## src/rtl/sil_chk_pkg.sv

```systemverilog
package sil_chk_pkg;

    localparam int DEF_WIN_LEN = 255;
    localparam int DEF_NUM_WIN = 255;
    localparam int DEF_SPAN    = 50;
    localparam int DEF_TOL     = 50;
    localparam int DEF_CEIL    = 256;
    localparam int DEF_CNT_W   = 8;

    typedef enum logic [1:0] {
        ST_IDLE  = 2'd0,
        ST_RUN   = 2'd1,
        ST_JUDGE = 2'd2
    } run_state_e;

    // One taken sample and whether it changed level
    typedef struct packed {
        logic valid;
        logic toggled;
    } tick_t;

    typedef struct packed {
        logic ceil_hit;
        logic drift_hit;
    } verdict_t;

    function automatic verdict_t judge(input int unsigned early,
                                       input int unsigned late,
                                       input int unsigned tol,
                                       input int unsigned ceil_lim);
        verdict_t    v;
        int unsigned diff;
        diff        = (late >= early) ? (late - early) : (early - late);
        v.ceil_hit  = (late >= ceil_lim);
        v.drift_hit = (diff >= tol);
        return v;
    endfunction

endpackage

```

## src/rtl/sil_level_track.sv

```systemverilog
module sil_level_track
    import sil_chk_pkg::*;
(
    input  logic  clk,
    input  logic  rst,
    input  logic  clr,
    input  logic  step,
    input  logic  tape,
    output tick_t tick
);

    logic level;
    logic primed;

    always_ff @(posedge clk) begin
        if (rst || clr) begin
            level  <= 1'b0;
            primed <= 1'b0;
        end else if (step) begin
            level  <= tape;
            primed <= 1'b1;
        end
    end

    always_comb begin
        tick.valid   = step;
        tick.toggled = step && primed && (tape != level);
    end

endmodule

```

## src/rtl/sil_window_tally.sv

```systemverilog
module sil_window_tally
    import sil_chk_pkg::*;
#(
    parameter int WIN_LEN = DEF_WIN_LEN,
    parameter int NUM_WIN = DEF_NUM_WIN,
    parameter int CNT_W   = DEF_CNT_W,
    localparam int SIDX_W = $clog2(WIN_LEN),
    localparam int WIDX_W = $clog2(NUM_WIN)
) (
    input  logic              clk,
    input  logic              rst,
    input  logic              clr,
    input  tick_t             tick,
    output logic              win_close,
    output logic              last_win,
    output logic [WIDX_W-1:0] win_idx,
    output logic [CNT_W-1:0]  win_total
);

    localparam logic [CNT_W-1:0]  CNT_MAX  = {CNT_W{1'b1}};
    localparam logic [SIDX_W-1:0] SIDX_END = SIDX_W'(WIN_LEN - 1);
    localparam logic [WIDX_W-1:0] WIDX_END = WIDX_W'(NUM_WIN - 1);

    logic [SIDX_W-1:0] smp_idx;
    logic [CNT_W-1:0]  cnt;
    logic [CNT_W-1:0]  cnt_next;

    always_comb begin
        cnt_next  = (tick.toggled && (cnt != CNT_MAX)) ? cnt + 1'b1 : cnt;
        win_close = tick.valid && (smp_idx == SIDX_END);
        last_win  = win_close && (win_idx == WIDX_END);
        win_total = cnt_next;
    end

    always_ff @(posedge clk) begin
        if (rst || clr) begin
            smp_idx <= '0;
            win_idx <= '0;
            cnt     <= '0;
        end else if (tick.valid) begin
            if (smp_idx == SIDX_END) begin
                smp_idx <= '0;
                cnt     <= '0;
                win_idx <= win_idx + 1'b1;
            end else begin
                smp_idx <= smp_idx + 1'b1;
                cnt     <= cnt_next;
            end
        end
    end

endmodule

```

## src/rtl/sil_span_sum.sv

```systemverilog
module sil_span_sum
    import sil_chk_pkg::*;
#(
    parameter int NUM_WIN = DEF_NUM_WIN,
    parameter int SPAN    = DEF_SPAN,
    parameter int CNT_W   = DEF_CNT_W,
    localparam int WIDX_W = $clog2(NUM_WIN),
    localparam int SUM_W  = $clog2(SPAN * (2**CNT_W - 1) + 1)
) (
    input  logic                      clk,
    input  logic                      rst,
    input  logic                      clr,
    input  logic                      win_close,
    input  logic [WIDX_W-1:0]         win_idx,
    input  logic [CNT_W-1:0]          win_total,
    output logic [1:0][SUM_W-1:0]     sums
);

    // bank 0 covers the leading span, bank 1 the trailing span
    for (genvar g = 0; g < 2; g++) begin : g_bank
        localparam int LO = (g == 0) ? 0 : NUM_WIN - SPAN;
        logic [SUM_W-1:0] acc;
        logic             hit;

        assign hit = win_close && (int'(win_idx) >= LO) && (int'(win_idx) < LO + SPAN);

        always_ff @(posedge clk) begin
            if (rst || clr) begin
                acc <= '0;
            end else if (hit) begin
                acc <= acc + SUM_W'(win_total);
            end
        end

        assign sums[g] = acc;
    end

endmodule

```

## src/rtl/sil_gap_monitor.sv

```systemverilog
module sil_gap_monitor
    import sil_chk_pkg::*;
#(
    parameter int WIN_LEN = DEF_WIN_LEN,
    parameter int NUM_WIN = DEF_NUM_WIN,
    parameter int SPAN    = DEF_SPAN,
    parameter int TOL     = DEF_TOL,
    parameter int CEIL    = DEF_CEIL,
    parameter int CNT_W   = DEF_CNT_W
) (
    input  logic clk,
    input  logic rst,
    input  logic start,
    input  logic smp_en,
    input  logic tape_in,
    output logic done,
    output logic fail
);

    localparam int WIDX_W = $clog2(NUM_WIN);
    localparam int SUM_W  = $clog2(SPAN * (2**CNT_W - 1) + 1);

    run_state_e            state;
    logic                  running;
    logic                  step;
    tick_t                 tick;
    logic                  win_close;
    logic                  last_win;
    logic [WIDX_W-1:0]     win_idx;
    logic [CNT_W-1:0]      win_total;
    logic [1:0][SUM_W-1:0] sums;
    verdict_t              verdict;

    assign running = (state == ST_RUN);
    assign step    = smp_en && running && !start;

    sil_level_track u_track (
        .clk  (clk),
        .rst  (rst),
        .clr  (start),
        .step (step),
        .tape (tape_in),
        .tick (tick)
    );

    sil_window_tally #(
        .WIN_LEN (WIN_LEN),
        .NUM_WIN (NUM_WIN),
        .CNT_W   (CNT_W)
    ) u_tally (
        .clk       (clk),
        .rst       (rst),
        .clr       (start),
        .tick      (tick),
        .win_close (win_close),
        .last_win  (last_win),
        .win_idx   (win_idx),
        .win_total (win_total)
    );

    sil_span_sum #(
        .NUM_WIN (NUM_WIN),
        .SPAN    (SPAN),
        .CNT_W   (CNT_W)
    ) u_sums (
        .clk       (clk),
        .rst       (rst),
        .clr       (start),
        .win_close (win_close),
        .win_idx   (win_idx),
        .win_total (win_total),
        .sums      (sums)
    );

    assign verdict = judge(32'(sums[0]), 32'(sums[1]),
                           32'(TOL), 32'(CEIL));

    always_ff @(posedge clk) begin
        if (rst) begin
            state <= ST_IDLE;
            done  <= 1'b0;
            fail  <= 1'b0;
        end else if (start) begin
            state <= ST_RUN;
            done  <= 1'b0;
            fail  <= 1'b0;
        end else begin
            unique case (state)
                ST_RUN: begin
                    if (last_win) state <= ST_JUDGE;
                end
                ST_JUDGE: begin
                    done  <= 1'b1;
                    fail  <= verdict.ceil_hit || verdict.drift_hit;
                    state <= ST_IDLE;
                end
                default: state <= ST_IDLE;
            endcase
        end
    end

endmodule

```

## config.mk

```make
export PLATFORM = sky130hd
export DESIGN_NAME = sil_gap_monitor
export DESIGN_NICKNAME = d
export VERILOG_FILES = /design/src/rtl/sil_chk_pkg.sv /design/src/rtl/sil_level_track.sv /design/src/rtl/sil_window_tally.sv /design/src/rtl/sil_span_sum.sv /design/src/rtl/sil_gap_monitor.sv
export SDC_FILE = /design/constraint.sdc
export NUM_CORES = 1
export LEC_CHECK = 0
export ABC_AREA = 1
export BUFFER_PORTS_ARGS = -buffer_cell sky130_fd_sc_hd__buf_4
export CELL_PAD_IN_SITES_DETAIL_PLACEMENT = 1
export CELL_PAD_IN_SITES_GLOBAL_PLACEMENT = 2
export CORE_MARGIN = 2
export CORE_UTILIZATION = 33
export CTS_BUF_LIST = sky130_fd_sc_hd__clkbuf_4
export DETAILED_ROUTE_END_ITERATION = 10
export PLACE_DENSITY = 0.88
export SYNTH_ARGS = -nofsm -noshare
export SYNTH_HDL_FRONTEND = slang
export SYNTH_SLANG_ARGS = --single-unit
```

## constraint.sdc

```tcl
create_clock -name clk -period 2.95 [get_ports clk]
set_clock_uncertainty 0.2 [all_clocks]
set_input_delay 0.295 -clock clk [delete_from_list [all_inputs] [get_ports clk]]
set_output_delay 0.295 -clock clk [all_outputs]
set_load 0.05 [all_outputs]
```

# After elaboration in Yosys (flattened, before gate mapping)
# Index checks and enable logic that the tools add are counted.
dict set report classes {
  addsub 7
  n_lt_le_gt_ge 6
  n_eq_ne 7
  mux 7
  n_bitwise 1
  n_reduce_logical 16
}
# cell count
set op_table {}
lappend op_table {{32-bit by 6-bit greater-or-equal comparator with 1-bit output, second input constant} 1}
lappend op_table {{32-bit 2-to-1 mux} 1}
lappend op_table {{14-bit by 14-bit subtractor with 15-bit output} 2}
lappend op_table {{14-bit by 8-bit adder with 14-bit output} 2}
lappend op_table {{8-bit by 1-bit adder with 8-bit output, second input constant} 3}
lappend op_table {{8-bit 2-to-1 mux} 3}
lappend op_table {{8-bit == test, second input constant} 2}
lappend op_table {{14-bit greater-or-equal comparator} 1}
lappend op_table {{14-bit by 9-bit greater-or-equal comparator with 1-bit output, second input constant} 1}
lappend op_table {{1-bit logical AND} 10}
lappend op_table {{8-bit greater-or-equal comparator, second input constant} 1}
lappend op_table {{8-bit by 6-bit less-than comparator with 1-bit output, second input constant} 1}
lappend op_table {{8-bit less-than comparator, second input constant} 1}
lappend op_table {{8-bit inequality test, second input constant} 1}
lappend op_table {{1-bit 2-to-1 mux} 3}
lappend op_table {{3-bit by 2-bit inequality test with 1-bit output, second input constant} 1}
lappend op_table {{3-bit OR reduction} 1}
lappend op_table {{2-bit by 1-bit == test with 1-bit output, second input constant} 1}
lappend op_table {{2-bit == test, second input constant} 1}
lappend op_table {{1-bit logical OR} 2}
lappend op_table {{2-bit AND reduction} 1}
lappend op_table {{2-bit OR reduction} 1}
lappend op_table {{1-bit logical NOT} 1}
lappend op_table {{1-bit inequality test} 1}
lappend op_table {{1-bit inverter} 1}
dict set report totals {
  regBits 58
  input_bits 5
  out_inout_bits 2
  wordCells 55
}

# Longest topological paths before layout
# Gate-level depths: netlist of run 1.
dict set report logic_depth {
  depth_word 8
  mapped_depth 21
  ltp_nobuf 21
}

# Modules after synthesis
# Synthesis of run 1 repeated with hierarchy kept, for this count alone.
dict set report hier_totals {
  cells_unflattened 945
  area_unflattened_um2 5796.8
}
# mod n_inst cells_each area_each_um2 seq_area_each_um2
set modules_own_cells {}
lappend modules_own_cells {sil_span_sum 1 321 2190.9 560.5}
lappend modules_own_cells {sil_gap_monitor 1 401 2127.0 80.1}
lappend modules_own_cells {sil_window_tally 1 207 1376.3 480.5}
lappend modules_own_cells {sil_level_track 1 16 102.6 40.0}

# Least setup slack after synthesis of run 1
# Ideal clock, no wire load.
dict set report synth_timing {
  path_type {register -> register}
  startpoint {register u_tally.cnt[0]}
  endpoint {register u_sums.g_bank[1].acc[7]}
  setup_ns 0.120
  arrival_ns 2.455
  t_required_ns 2.630
  setup_slack_ns 0.175
  path_stages_with_launch 16
  n_path_buf 0
  period_less_slack_ns 2.775
  path_cell_list {dfxtp_1 ha_1 nand3_1 nor2_1 nand3_1 nand3_2 inv_2 o21ai_1 ha_1 nand3_1 nand2_1 a21boi_0 o21ai_0 a21oi_1 xor2_1 a21oi_1}
}
dict set report synth_via {
  elab_chain_cells 4
  elab_cells_between_ends 5
  cone_classes {add/sub: 2; eq/ne: 1; mux: 1; reduce/logical: 1}
}
# element line_no
set synth_rtl {}
lappend synth_rtl {{from (decl)} sil_window_tally.sv:25} ;# logic [CNT_W-1:0] cnt;
lappend synth_rtl {{from (signal assigned)} sil_window_tally.sv:47} ;# cnt <= cnt_next;
lappend synth_rtl {{parallel branches: the longest is 2 deep, another holds 8-bit by 1-bit adder with 8-bit output} n/a}
lappend synth_rtl {{8-bit 2-to-1 mux (*)} sil_window_tally.sv:29} ;# cnt_next = (tick.toggled && (cnt != CNT_MAX)) ? cnt + 1'b1 : cnt;
lappend synth_rtl {{14-bit by 8-bit adder with 14-bit output (*)} sil_span_sum.sv:31} ;# acc <= acc + SUM_W'(win_total);
lappend synth_rtl {{to (signal assigned)} sil_span_sum.sv:31}
lappend synth_rtl {{to (decl)} sil_span_sum.sv:22} ;# logic [SUM_W-1:0] acc;
# Every way passes the cells marked *.
# A chain may end at the register's enable or synchronous reset.

# Final worst setup path of run 1
dict set report layout_timing {
  startpoint {register state[0]}
  endpoint {register u_sums.g_bank[0].acc[9]}
}
dict set report layout_via {
  elab_chain_cells 8
  elab_cells_between_ends 10
  cone_classes {add/sub: 1; eq/ne: 1; mux: 1; reduce/logical: 7}
}
# element line_no
set layout_rtl {}
lappend layout_rtl {{from (decl)} sil_gap_monitor.sv:23} ;# run_state_e state;
lappend layout_rtl {{from (signal assigned)} sil_gap_monitor.sv:80} ;# state <= ST_IDLE;
lappend layout_rtl {{from (signal assigned)} sil_gap_monitor.sv:84} ;# state <= ST_RUN;
lappend layout_rtl {{from (signal assigned)} sil_gap_monitor.sv:90} ;# if (last_win) state <= ST_JUDGE;
lappend layout_rtl {{2-bit by 1-bit == test with 1-bit output (*)} sil_gap_monitor.sv:34} ;# assign running = (state == ST_RUN);
lappend layout_rtl {{1-bit logical AND (*) (2 in a row)} sil_gap_monitor.sv:35} ;# assign step = smp_en && running && !start;
lappend layout_rtl {{1-bit logical AND (2 in a row)} sil_level_track.sv:27} ;# tick.toggled = step && primed && (tape != level);
lappend layout_rtl {{1-bit logical AND} sil_window_tally.sv:29}
lappend layout_rtl {{8-bit 2-to-1 mux} sil_window_tally.sv:29}
lappend layout_rtl {{14-bit by 8-bit adder with 14-bit output} sil_span_sum.sv:31}
lappend layout_rtl {{to (signal assigned)} sil_span_sum.sv:31}
lappend layout_rtl {{to (decl)} sil_span_sum.sv:22}
# Every way passes the cells marked *; elsewhere a longest branch is shown, timed or not.

==> results.ini, run 1 <==
[setup_path]
end_kind=register
criticalPathCategory=register to register
crit_fanout=8
critical_path.startpoint_type=register
r2r.worst_path.cells=16
cp.required_ns=3.03
crit_arrival_ns=3.03
timing.reg2reg.setup_slack_ns=0.006

[logic_synthesis]
synth-edff-count=0
synth_area_per_cell_um2=6.15
synth_compound_gate_area_share=0.131
postSynth.topFlopCell=dfxtp_1
synthSimpleGateAreaFrac=0.349
yosys_warnings=0
synthDistinctLibCells=41
synth.cells.most_frequent=246 x nand2_1, 140 x inv_1, 74 x a21oi_1
synth_top_family_by_area=simple AND/OR/NAND/NOR gates
syn-num-nets=907
synthCells=847
synth.ff_latch_count=58
largest_area_contributor_in_the_synthesized_netlist=dfxtp_1
synth.top_cells.by_area=dfxtp_1 22%, nand2_1 18%, ha_1 12%
fraction_of_synthesis_flops_using_an_asynchronous_set_or_reset_pin=0
area_share_of_fa_ha_maj_cells_after_synthesis=0.138
yosys-mux-area-fraction=0
yosysMostFrequentCell=nand2_1
area_of_the_mapped_netlist_um2=5200
ys_seq_area_frac=0.223
synth.top_cell.area_share=0.223
yosys.area_share.xor_xnor=0.0387

[detailed_routing]
routed-via-count=5475
drt_drc_violations_left=0
vias_per_cell=4.85
drtPass1Iterations=4
wl_um=16400
avgRoutedWirePerCell_um=14.5
drt.antenna.violating_nets=0
detailedRoute.firstIterationViolations=235

[finish]
area.growth.synth_to_final_pct=26.6
final_cell_count_no_fill=1130
num-nets-final=973
number_of_filler_instances_in_the_final_layout=2065
drive_gt1_frac=0.207
area_taken_by_multi_input_logic_gates_um2=3930
layout.area.seq_um2=1160

[timing]
setup_viol=0
post-route-min-period_ns=2.94
worstMarginPinSlew_ns=0.612
slew_headroom=0.591
clock.fmax_ghz=0.340
maxSlewViolCount=0
final.setup.tns_ns=0
timing.final.hold_violations=0
layout_worst_path_cycle_share=0.998
rsz0062_at_grt=yes

[power_and_ir_drop]
post-layout-total-power_uw=1420
sequentialPowerShare=0.553
power-per-cell-area_nw_per_um2=216
comb_power_share=0.041
total_leakage_power_uw=0.00309
power_switching_share=0.249
internal_power_uw=1070
clock_power_share=0.406
power_switching_uw=354
worst_ir_drop_vdd_mv=0.260

[clock_network]
cts-root-to-sink-buffers=2
h_tree_levels=3
cts_made_buffers=9
clk-insertion-delay-late_ns=0.42
tritoncts=yes
cts.sink_count=58
cts_root_buf=clkbuf_4
worst_setup_hold_path_clk_slew_ns=0.11

[floorplan]
initial_utilization=0.340
rows=45
core_um2=15300
die-height_um=130
fp.dieArea_um2=16800
dieWidth_um=130
ioPinCount=7

[global_routing]
number_of_global_route_vias_before_repair=5535
grt_overflow=0
grtUsageTotal=0.195
pin_count_of_the_biggest_net_entering_global_routing=21
antenna_violations_before_repair=1
grt_pass1_wl_um=26100

[hold_path]
worst_hold_path_type=input port to register
hold-path-cell-count=5

[placement]
io_buffer_count=6
place_congestion=0.850
detailedPlacementHpwl_um=12800
place_inst=1098

[job]
cap_violations=0

[outcome]
status=finished, final reports clean

==> metrics by stage <==
stage / hold WS, ns / instance area (um^2) / util / setup slack (ns)
3_5_place_dp: 0.272 / 5800 / 0.379 / -0.180
6_report: 0.209 / 6590 / 0.430 / 0.00605
3_3_place_gp: 0.263 / 5800 / 0.379 / -0.0970
5_1_grt: 0.212 / 6590 / 0.430 / -0.163
2_1_floorplan: 0.167 / 5200 / - / 0.175
4_1_cts: 0.00133 / 6040 / 0.395 / -0.0287
==> worst max-delay path, stage by stage (launching register included) <==
cell and delay, ns:
dfxtp_2 0.34, inv_2 0.05, nor2_4 0.13, nand2_4 0.08, nor2_8 0.14, nand3_4 0.18, inv_8 0.15, nand2_2 0.11
xnor2_4 0.28, ha_4 0.27, a21oi_2 0.17, nand2_1 0.09, o21bai_4 0.18, nand2_2 0.09, nand2_2 0.07, a21oi_1 0.21
nor3_2 0.05
==> cell families (layout without fill, tap and decap cells) <==
group                      Yosys count  count (layout)
adders and majority gates           55              55
and+or+nand+nor                    417             417
AOI/OAI and AO/OA                  131             131
other                                0               1
xor gates and xnor gates            23              23
DFF                                 58              58
buffers and inverters              163             234
==> final cells by class <==
class                      count  share of cell area
multi-input combinational    626               0.597
inverter                     152              0.0885
clock buffer                  10              0.0114
antenna                        1            0.000380
sequential                    58               0.177
timing repair buffer          66              0.0773
tap                          211              0.0401
clock inverter                 6             0.00874
==> registers in the layout, indices dropped and copies added, names as in the netlist <==
name and count:
u_track.primed 1, done 1, u_tally.smp_idx 8, fail 1
u_tally.cnt 8, state 2, u_sums.g_bank.acc 28, u_track.level 1
u_tally.win_idx 8
==> routing by layer <==
metal	GRT usage	share of wire	vias to the layer above
met5	0	0	-
met4	0.0512	0.023	0
met3	0.0248	0.019	27
met2	0.353	0.50	54
met1	0.243	0.46	2561
li1	-	-	2833
==> repair_timing <==
| action | CTS | global route |
|---|---|---|
| hold endpoints to repair | 2 | 1 |
| buffers inserted | 0 | 12 |
| gates resized for setup | 15 | 112 |
| endpoints found under the setup margin | 12 | 18 |
| hold buffers | 3 | 1 |
| pin swaps | 1 | 46 |
==> layout by cell type, fill, tap and decap left out, drive strengths merged <==
cell type / instances
o211ai: 1
clkinvlp: 2
o21a: 3
diode: 1
inv: 152
a211oi: 1
dfxtp: 58
a31oi: 3
nand2: 248
a21oi: 74
dlygate4sd3: 4
clkinv: 3
xnor2: 5
clkbuf: 10
nor3: 22
nor2: 68
nor3b: 1
fa: 4
or2: 1
and2: 1
and3: 1
bufinv: 1
xor2: 18
nand3: 56
a21boi: 2
ha: 51
nor4: 4
buf: 62
o21ai: 44
nand4: 15
o21bai: 2
o22ai: 1
==> power groups by stage <==
stage	Sequential, uW	Clock [uW]	Combinational (uW)
after global placement	803	0	46.4
after detailed placement	803	0	47.2
after floorplan	803	0	27.4
after global routing	786	629	64.3
after CTS	785	598	50.7
final	786	578	58.3
==> final timing paths <==
path | start | to
setup / recovery | state[0]$_SDFFE_PP0P_ | u_sums.g_bank[0].acc[9]$_SDFFE_PP0P_
hold / removal | start | u_sums.g_bank[1].acc[10]$_SDFFE_PP0P_
setup reg to reg | state[0]$_SDFFE_PP0P_ | u_sums.g_bank[0].acc[9]$_SDFFE_PP0P_
hold reg to reg | done$_SDFFE_PP0N_ | done$_SDFFE_PP0N_
Note: power is estimated with default switching activity, not from simulation.
==> inputs of run 2 (changes only) <==
--- a/config.mk
+++ b/config.mk
@@ -5,15 +5,14 @@
 export SDC_FILE = /design/constraint.sdc
 export NUM_CORES = 1
 export LEC_CHECK = 0
-export ABC_AREA = 1
 export BUFFER_PORTS_ARGS = -buffer_cell sky130_fd_sc_hd__buf_4
 export CELL_PAD_IN_SITES_DETAIL_PLACEMENT = 1
 export CELL_PAD_IN_SITES_GLOBAL_PLACEMENT = 2
 export CORE_MARGIN = 2
-export CORE_UTILIZATION = 33
+export CORE_UTILIZATION = 36
 export CTS_BUF_LIST = sky130_fd_sc_hd__clkbuf_4
 export DETAILED_ROUTE_END_ITERATION = 10
-export PLACE_DENSITY = 0.88
+export PLACE_DENSITY = 0.86
 export SYNTH_ARGS = -nofsm -noshare
 export SYNTH_HDL_FRONTEND = slang
 export SYNTH_SLANG_ARGS = --single-unit
==> run 2 against run 1 <==
  * The run now ends with negative setup slack left
  * Combinational power is 16% lower
  * Design area is 1.8% lower
  * Core utilization is 8.4 points higher
  * Die area is 18% lower
  * First-iteration DRC count is 7.2% higher
  * Global-route usage is 3.0 points higher
  * Sequential share of layout area is 0.31 points higher
  * Highest routed layer unchanged
==> results.ini, run 2 <==
[finish]
area.growth.synth_to_final_pct=39.6  ; was 26.6%
insertedDiodeCount=0  ; was 1
fin_util=0.515  ; was 0.430
drive_gt1_frac=0.323  ; was 0.207
top_register=u_sums.g_bank.acc  ; unchanged
max_ffs_per_register=28  ; unchanged
final_cell_count_no_fill=899  ; was 1130
layout_commonest_cell=buf_4  ; was nand2_1
mostFrequentLayoutCells=138 x buf_4, 80 x nor2_1, 56 x dfxtp_1  ; was 232 x nand2_1, 131 x inv_1, 63 x a21oi_1
num-nets-final=782  ; was 973
number_of_filler_instances_in_the_final_layout=1500  ; was 2065

[setup_path]
startpoint=state[1]$_SDFFE_PP0P_  ; was state[0]$_SDFFE_PP0P_
slowest_delay_ns=0.43  ; was 0.34 ns
crit_path_top_delay_cell=or3_2  ; was dfxtp_2
timing.critical_path.mode_cell=buf_4  ; was nand2_2
crit_arrival_ns=3.66  ; was 3.03 ns
timing.reg2reg.setup_slack_ns=-0.53  ; was 0.006 ns
timing.critical_path.to=u_sums.g_bank[0].acc[10]$_SDFFE_PP0P_  ; was u_sums.g_bank[0].acc[9]$_SDFFE_PP0P_
criticalPathCategory=register to register  ; unchanged
timing.critical_path.max_delay_family=compound AO/OA/AOI/OAI gates  ; was simple AND/OR/NAND/NOR gates
end_kind=register  ; unchanged
timing.rr.end=u_sums.g_bank[0].acc[10]$_SDFFE_PP0P_  ; was u_sums.g_bank[0].acc[9]$_SDFFE_PP0P_
crit_fanout=6  ; was 8
worstPathBufferInverterCount=3  ; was 2
r2r.worst_path.cells=15  ; was 16
critical_path.startpoint_type=register  ; unchanged
rr_startpoint=state[1]$_SDFFE_PP0P_  ; was state[0]$_SDFFE_PP0P_
cp.required_ns=3.12  ; was 3.03 ns
depth_of_the_critical_timing_path_with_buffers_and_inverters_included=15  ; was 16
timing.critical_path.cells=nor4bb_4, buf_4, nand3_4, a31oi_4, nand4_1, xnor2_1, buf_4, ha_1, inv_1, o21bai_1, a21oi_2, o21bai_2, a21oi_4, or3_2, a21oi_1  ; was inv_2, nor2_4, nand2_4, nor2_8, nand3_4, inv_8, nand2_2, xnor2_4, ha_4, a21oi_2, nand2_1, o21bai_4, nand2_2, nand2_2, a21oi_1, nor3_2

[clock_network]
cts.sink_count=58  ; unchanged
tritoncts=yes  ; unchanged
worst_setup_hold_path_clk_slew_ns=0.11  ; about the same
clk-insertion-delay-late_ns=0.43  ; was 0.42 ns
cts_root_buf=clkbuf_4  ; unchanged
h_tree_levels=3  ; unchanged
cts-root-to-sink-buffers=2  ; unchanged
cts_made_buffers=9  ; unchanged

[logic_synthesis]
synth_top_family_by_area=simple AND/OR/NAND/NOR gates  ; unchanged
area_share_of_fa_ha_maj_cells_after_synthesis=0.155  ; was 0.138
yosysMostFrequentCell=nor2_1  ; was nand2_1
synth_compound_gate_area_share=0.198  ; was 0.131
synth.top_cell.area_share=0.251  ; was 0.223
yosys-mux-area-fraction=0.0240  ; was 0
postSynth.topFlopCell=dfxtp_1  ; unchanged
synth_area_per_cell_um2=7.92  ; was 6.15 um^2
syn-num-nets=645  ; was 907
synthDistinctLibCells=59  ; was 41
yosys_warnings=0  ; unchanged
area_of_the_mapped_netlist_um2=4630  ; was 5200 um^2
ys_seq_area_frac=0.251  ; was 0.223
synth.top_cells.by_area=dfxtp_1 25%, ha_1 14%, nor2_1 6.6%  ; was dfxtp_1 22%, nand2_1 18%, ha_1 12%
synthSimpleGateAreaFrac=0.224  ; was 0.349
synthCells=585  ; was 847
fraction_of_synthesis_flops_using_an_asynchronous_set_or_reset_pin=0  ; unchanged
yosys.area_share.xor_xnor=0.0945  ; was 0.0387
synth.ff_latch_count=58  ; unchanged
synth.cells.most_frequent=82 x nor2_1, 58 x dfxtp_1, 53 x a21oi_1  ; was 246 x nand2_1, 140 x inv_1, 74 x a21oi_1
synth-edff-count=0  ; unchanged
largest_area_contributor_in_the_synthesized_netlist=dfxtp_1  ; unchanged

[floorplan]
rows=41  ; was 45
core_um2=12600  ; was 15300 um^2
dieWidth_um=117  ; was 130 um
ioPinCount=7  ; unchanged
fp.dieArea_um2=13800  ; was 16800 um^2
initial_utilization=0.369  ; was 0.340
die-height_um=117  ; was 130 um

[global_routing]
pin_count_of_the_biggest_net_entering_global_routing=27  ; was 21
grt_overflow=0  ; unchanged
grtUsageTotal=0.225  ; was 0.195
number_of_global_route_vias_before_repair=5267  ; was 5535
grt_pass1_wl_um=25400  ; was 26100 um
antenna_violations_before_repair=0  ; was 1

[placement]
detailedPlacementHpwl_um=11400  ; was 12800 um
placement.setup.worst_slack_ns=-0.621  ; was -0.180 ns
place_inst=869  ; was 1098
place_congestion=0.853  ; was 0.850
io_buffer_count=6  ; unchanged

[detailed_routing]
drt.antenna.violating_nets=0  ; unchanged
detailedRoute.firstIterationViolations=252  ; was 235
avgRoutedWirePerCell_um=17.4  ; was 14.5 um
wl_um=15600  ; was 16400 um
drtPass1Iterations=4  ; unchanged
vias_per_cell=5.34  ; was 4.85
drt_drc_violations_left=0  ; unchanged
routed-via-count=4797  ; was 5475

[timing]
finalWorstSetupSlack_ns=-0.532  ; was 0.00605 ns
worstMarginPinSlew_ns=0.789  ; was 0.612 ns
post-route-min-period_ns=3.48  ; was 2.94 ns
maxSlewViolCount=0  ; unchanged
clock.fmax_ghz=0.287  ; was 0.340 GHz
timing.final.hold_violations=0  ; unchanged
slew_headroom=0.472  ; was 0.591
rsz0062_at_grt=yes  ; unchanged
layout_worst_path_cycle_share=1.18  ; was 0.998
setup_viol=20  ; was 0

[power_and_ir_drop]
total_leakage_power_uw=0.00289  ; was 0.00309 uW
power-per-cell-area_nw_per_um2=207  ; was 216 nW/um^2
worst_ir_drop_vdd_mv=0.242  ; was 0.260 mV

[hold_path]
worst_hold_path_type=input port to register  ; unchanged

[job]
cap_violations=0  ; unchanged

[outcome]
status=finished with violations  ; was finished, final reports clean
violations=negative setup slack

run 2: cell count changes in the layout (fill, tap and decap cells not counted), sizes merged, moves of 25 or more:
cell and delta:
nand2 -220, inv -106, buf +79, nand3 -43, xnor2 +25
run 2: power breakdown:
part / total [uW] / switching, uW / leakage [uW] / internal, uW
clock: 504 / 309 / 0.0000685 / 195
sequential: 786 / 1.33 / 0.000468 / 784
combinational: 49.0 / 29.9 / 0.00236 / 19.1
run 2: what timing repair did:
action,in CTS,in global routing
gates resized for setup,28,36
hold buffers,4,0
setup buffers,12,7
hold endpoints to repair,3,0
endpoints found under the setup margin,20,25
pin swaps,23,33
run 2: how the worst min path moves through the flow:
stage | start | to | slack [ns] | depth (start not counted)
global route | start | state[1]$_SDFFE_PP0P_ | 0.25 | 5
detailed placement | rst | state[0]$_SDFFE_PP0P_ | 0.28 | 2
global placement | done$_SDFFE_PP0N_ | done$_SDFFE_PP0N_ | 0.26 | 2
finish | start | state[1]$_SDFFE_PP0P_ | 0.26 | 5
floorplan | rst | state[0]$_SDFFE_PP0P_ | 0.17 | 1
CTS | start | state[1]$_SDFFE_PP0P_ | 0.19 | 5
run 2: tightest hold or removal path, delay by kind of cell:
family | cells | cell delay (ns)
buf+inv | 2 | 0.23
simple gates | 3 | 0.34
run 2: cell type report:
| class | instances | area (um^2) | share of cell area |
|---|---|---|---|
| sequential | 58 | 1160 | 0.180 |
| timing repair buffer | 145 | 1110 | 0.172 |
| clock buffer | 12 | 90.1 | 0.0139 |
| clock inverter | 4 | 18.8 | 0.00290 |
| tap | 172 | 215 | 0.0333 |
| multi-input combinational | 462 | 3700 | 0.572 |
| inverter | 46 | 173 | 0.0267 |
run 2: cell families (layout without fill, tap and decap cells):
| group | after synthesis | in the layout |
|---|---|---|
| AND/OR/NAND/NOR | 202 | 202 |
| AO/OA/AOI/OAI | 144 | 144 |
| buffers and inverters | 65 | 207 |
| flip-flops | 58 | 58 |
| adder cells (fa/ha/maj) | 55 | 55 |
| XOR/XNOR | 50 | 50 |
| multiplexers | 11 | 11 |
run 2: through the flow:
stage / hold slack, ns / cell area, um^2 / total power [uW] / setup TNS [ns]
after floorplan: 0.167 / 4750 / 826 / -2.00
after detailed placement: 0.281 / 5870 / 845 / -8.99
after global routing: 0.248 / 6470 / 1390 / -11.04
after CTS: 0.194 / 6260 / 1350 / -6.15
after global placement: 0.256 / 5870 / 843 / -7.04
final: 0.259 / 6470 / 1340 / -7.16
run 2: metal layers:
layer  part of all wire  track usage  wire length (um)  vias up
met5                  0            0                 0        -
met4              0.027       0.0964               425        0
met3              0.017       0.0292               271       40
met2               0.53        0.413              8290       64
met1               0.42        0.260              6620     2363
li1                   -            -                 -     2330
